[config.mk]
export PLATFORM = sky130hd
export DESIGN_NAME = lenc_dual_rail_codec
export DESIGN_NICKNAME = d
export VERILOG_FILES = /design/src/rtl/lenc_pkg.sv /design/src/rtl/lenc_tx_bit.sv /design/src/rtl/lenc_tx.sv /design/src/rtl/lenc_rx.sv /design/src/rtl/lenc_dual_rail_codec.sv
export SDC_FILE = /design/constraint.sdc
export NUM_CORES = 1
export LEC_CHECK = 0
export BUFFER_PORTS_ARGS = -buffer_cell sky130_fd_sc_hd__buf_4
export CAP_MARGIN = 0
export CORE_ASPECT_RATIO = 0.5
export CORE_MARGIN = 2
export CORE_UTILIZATION = 45
export CTS_BUF_LIST = sky130_fd_sc_hd__clkbuf_8
export DETAILED_ROUTE_END_ITERATION = 7
export PLACE_DENSITY = 0.85
export SLEW_MARGIN = 20
export SYNTH_ARGS = -nofsm -noshare
export SYNTH_HDL_FRONTEND = slang
export SYNTH_SLANG_ARGS = --single-unit
[constraint.sdc]
create_clock -name clk -period 1.8 [get_ports clk]
set_clock_uncertainty 0.2 [all_clocks]
set_input_delay 0.18 -clock clk [delete_from_list [all_inputs] [get_ports clk]]
set_output_delay 0.18 -clock clk [all_outputs]
set_load 0.01 [all_outputs]
[src/rtl/lenc_pkg.sv]
package lenc_pkg;
   // Phase wire level after a transfer: it moves only when the value holds.
   function automatic logic next_phase(input logic old_val,
                                       input logic new_val,
                                       input logic old_phase);
      return (old_val == new_val) ? ~old_phase : old_phase;
   endfunction
endpackage

[src/rtl/lenc_tx_bit.sv]
module lenc_tx_bit
   import lenc_pkg::*;
(
   input  logic clk,
   input  logic rst_n,
   input  logic load,
   input  logic new_bit,
   output logic line_val,
   output logic line_par
);
   always_ff @(posedge clk) begin
      if (!rst_n) begin
         line_val <= 1'b0;
         line_par <= 1'b0;
      end else if (load) begin
         line_par <= next_phase(line_val, new_bit, line_par);
         line_val <= new_bit;
      end
   end
endmodule

[src/rtl/lenc_tx.sv]
module lenc_tx #(
   parameter int WIDTH = 8
) (
   input  logic             clk,
   input  logic             rst_n,
   input  logic             snd_valid,
   input  logic [WIDTH-1:0] snd_word,
   input  logic             ack_in,
   output logic             busy,
   output logic [WIDTH-1:0] tx_val,
   output logic [WIDTH-1:0] tx_par
);
   logic pending;
   logic ack_seen;
   logic load;
   logic ack_edge;

   assign load     = snd_valid & ~pending;
   assign ack_edge = ack_in ^ ack_seen;
   assign busy     = pending;

   always_ff @(posedge clk) begin
      if (!rst_n) begin
         pending  <= 1'b0;
         ack_seen <= 1'b0;
      end else begin
         ack_seen <= ack_in;
         if (load)          pending <= 1'b1;
         else if (ack_edge) pending <= 1'b0;
      end
   end

   for (genvar i = 0; i < WIDTH; i++) begin : g_bit
      lenc_tx_bit u_bit (
         .clk      (clk),
         .rst_n    (rst_n),
         .load     (load),
         .new_bit  (snd_word[i]),
         .line_val (tx_val[i]),
         .line_par (tx_par[i])
      );
   end
endmodule

[src/rtl/lenc_rx.sv]
module lenc_rx #(
   parameter int WIDTH = 8
) (
   input  logic             clk,
   input  logic             rst_n,
   input  logic [WIDTH-1:0] rx_val,
   input  logic [WIDTH-1:0] rx_par,
   output logic [WIDTH-1:0] rx_word,
   output logic             rx_strobe,
   output logic             ack_out
);
   logic             exp_par;
   logic [WIDTH-1:0] bit_ok;
   logic             done;

   for (genvar i = 0; i < WIDTH; i++) begin : g_cmp
      assign bit_ok[i] = ((rx_val[i] ^ rx_par[i]) == exp_par);
   end
   assign done = &bit_ok;

   always_ff @(posedge clk) begin
      if (!rst_n) begin
         exp_par   <= 1'b1;
         rx_word   <= '0;
         rx_strobe <= 1'b0;
         ack_out   <= 1'b0;
      end else begin
         rx_strobe <= done;
         if (done) begin
            rx_word <= rx_val;
            exp_par <= ~exp_par;
            ack_out <= ~ack_out;
         end
      end
   end
endmodule

[src/rtl/lenc_dual_rail_codec.sv]
module lenc_dual_rail_codec #(
   parameter int WIDTH = 8
) (
   input  logic             clk,
   input  logic             rst_n,
   input  logic             snd_valid,
   input  logic [WIDTH-1:0] snd_word,
   output logic             busy,
   output logic [WIDTH-1:0] tx_val,
   output logic [WIDTH-1:0] tx_par,
   input  logic             tx_ack_in,
   input  logic [WIDTH-1:0] rx_val,
   input  logic [WIDTH-1:0] rx_par,
   output logic [WIDTH-1:0] rx_word,
   output logic             rx_strobe,
   output logic             rx_ack_out
);
   if (WIDTH < 1) begin : g_bad_width
      $error("lenc_dual_rail_codec: WIDTH must be at least 1");
   end

   lenc_tx #(.WIDTH(WIDTH)) u_tx (
      .clk       (clk),
      .rst_n     (rst_n),
      .snd_valid (snd_valid),
      .snd_word  (snd_word),
      .ack_in    (tx_ack_in),
      .busy      (busy),
      .tx_val    (tx_val),
      .tx_par    (tx_par)
   );

   lenc_rx #(.WIDTH(WIDTH)) u_rx (
      .clk       (clk),
      .rst_n     (rst_n),
      .rx_val    (rx_val),
      .rx_par    (rx_par),
      .rx_word   (rx_word),
      .rx_strobe (rx_strobe),
      .ack_out   (rx_ack_out)
   );
endmodule

==> impl_metrics.toml <==
[outcome]
status = "finished clean"

[routing]
avgViaCountPerCell = 4.77
wl_per_cell_um = 12.1
num_vias = 1274
drc = 0
wl_um = 3220
drt-initial-drc-count = 44
first_pass_iters = 4
ant_nets = 0

[floorplanning]
fp.dieH_um = 43.9
core_area_um2 = 3010
die_area_um2 = 3680
fp.dieW_um = 83.9
boundaryPins = 55
start_util = 0.476
row_count = 14

[power]
power_per_cell_area_nw_per_um2 = 755
p_leak_nw = 0.918
ir_drop_v = 0.000430
power_mw = 1.57

[worst_setup_path]
start_kind = "register"
end_kind = "register"
crit_type = "reg -> reg"
reg2reg_slack_ns = 0.10
worst-endpoint-required_ns = 1.80
setup.worst_path.start = "u_rx.exp_par"
worstReg2RegEnd = "u_rx.rx_word[2]"
reg2reg_depth = 6
arrival_ns = 1.70
cp_max_fo = 6
r2r-start = "u_rx.exp_par"

[sta]
rsz0062_at_grt = "false"
hold_viol = 0
worst_pin_slew_ns = 0.535
setup_viol = 0
relSlewSlack = 0.643
period_share = 0.942
tns_ns = 0
slew_viol_final = 0
layout_min_cycle_time_ns = 1.70
setup_ws_ns = 0.105
hold_slack_ns = 0.131
clock.fmax_mhz = 590

[yosys]
synth.largest_area_cell = "dfxtp_1"
synth_top_area_share = 0.405
synth_edf_count = 0
synth_nets = 193
syn_inst = 165
yosys.area_share.simple = 0.176
syn_avg_cell_area_um2 = 8.70
seq_area_frac_synth = 0.405
synth_warnings = 0
synth_xor_xnor_area_share = 0.104
ys_ff_latch = 29
synth_top_family_by_area = "simple AND/OR/NAND/NOR gates"
synth.area.mux_share = 0.0706
synth_most_common_cell = "nand2_1"
yosys-top-cells-area = "dfxtp_1 (40%), nand2_1 (9.7%), a21boi_0 (8.4%)"
yosys.area_share.adder = 0
synth_cell_type_count = 23
synth_ff_type = "dfxtp_1"
async_flop_share = 0
synth_compound_area_frac = 0.133
netlist_area_um2 = 1440
synth_common_cells = "nand2_1 (37), dfxtp_1 (29), a21boi_0 (16), buf_4 (16), xor2_1 (13)"

[global_routing]
grt_remaining_overflow = 0
grt_pass1_wl_um = 5390
grt_max_degree = 40
antenna_found_initial = 0
grt_pass1_vias = 1306
grt_util_all_layers = 0.186

[layout]
finalNetCount = 254
n_antenna_cell = 0
drive_gt1_frac = 0.326
post-route-util = 0.691
fin_area_um2 = 2080
n_fill_cell = 225
finalNonFillerCells = 267
area_delta_synth_final_pct = 45.1

[placed_design]
placed_cells = 241
dp_hpwl_um = 2120
io_buffer_count = 54
post_dp_cell_area_um2 = 1780
dp_slack_ns = -0.0698
gp_congestion = 0.723

[clock_tree]
cts-root-buf = "clkbuf_8"
cts_tree = "done"
clock_latency_ns = 0.27
cts_made_buffers = 5
htreeDepth = 2
cts_sinks = 29
path_clk_slew_ns = 0.06
cts_buffer_depth = 2

[hold_path]
worstHoldStart = "rst_n"
hp-class = "in -> reg"
hold_depth = 3
whs_endpoint = "u_rx.ack_out"

[job]
cap_violations = 0
[flip-flops by register name, summed over array words and instances (netlist names)]
name,count
u_rx.rx_word,8
u_rx.exp_par,1
u_tx.g_bit.u_bit.line_val,8
u_tx.g_bit.u_bit.line_par,8
u_tx.ack_seen,1
u_tx.busy,1
u_rx.ack_out,1
u_rx.rx_strobe,1
[routing by layer]
metal / up-vias / wire length, um / GRT usage
li1: 651 / - / -
met1: 590 / 1320 / 0.182
met2: 31 / 1750 / 0.379
met3: 2 / 132 / 0.0590
met4: 0 / 18 / 0.0710
met5: - / 0 / 0
[how the worst max path moves through the flow]
stage / to / cells past startpoint
6_report: u_rx.rx_word[2] / 6
5_1_grt: u_rx.rx_word[6] / 6
4_1_cts: u_rx.rx_word[2] / 5
3_5_place_dp: u_rx.rx_word[2] / 7
3_3_place_gp: u_rx.rx_word[2] / 7
2_1_floorplan: u_rx.exp_par / 5
[logic make-up after synthesis]
logic type      Yosys count
compound gates           29
mux                      10
simple gates             55
xor+xnor                 17
buf+inv                  25
flops                    29
[repair_timing]
| action | in CTS | in global routing |
|---|---|---|
| buffers inserted | 0 | 0 |
| resized for setup | 3 | 5 |
| gates cloned | 1 | 0 |
| endpoints found under the hold margin | 17 | 0 |
| pin swaps | 1 | 2 |
| endpoints found under the setup margin | 5 | 11 |
| hold buffers | 17 | 0 |
[critical path, stage by stage (launching register included)]
cell,delay (ns)
dfxtp_4,0.37
inv_1,0.05
nor2_1,0.14
o221ai_2,0.13
nor4_4,0.31
buf_4,0.22
mux2i_1,0.19
[cell type report]
class / count / area [um2] / share of cell area
repair buffers: 78 / 628 / 0.302
clock buffers: 7 / 96.3 / 0.0463
flip-flops and latches: 29 / 584 / 0.281
well taps: 40 / 50.0 / 0.0240
multi-input cells: 111 / 714 / 0.343
inverters: 1 / 3.75 / 0.00180
clock inverters: 1 / 5.00 / 0.00240
[layout by cell type (no fill, tap or decap), drive strengths merged, types with 4 or more instances in the layout]
cell,n
xor2,13
mux2i,9
clkbuf,7
dfxtp,29
o21ai,9
dlygate4sd3,17
xnor2,4
nand2,37
a21boi,16
buf,61
or3,8
[where the power goes]
group	total (mW)	internal (mW)	switching, mW	leakage [nW]
combinational	0.297	0.164	0.133	0.627
sequential	0.698	0.674	0.0238	0.237
clock	0.577	0.345	0.233	0.0542
total	1.57	1.18	0.389	0.918
Power figures use the tool's default switching activity.
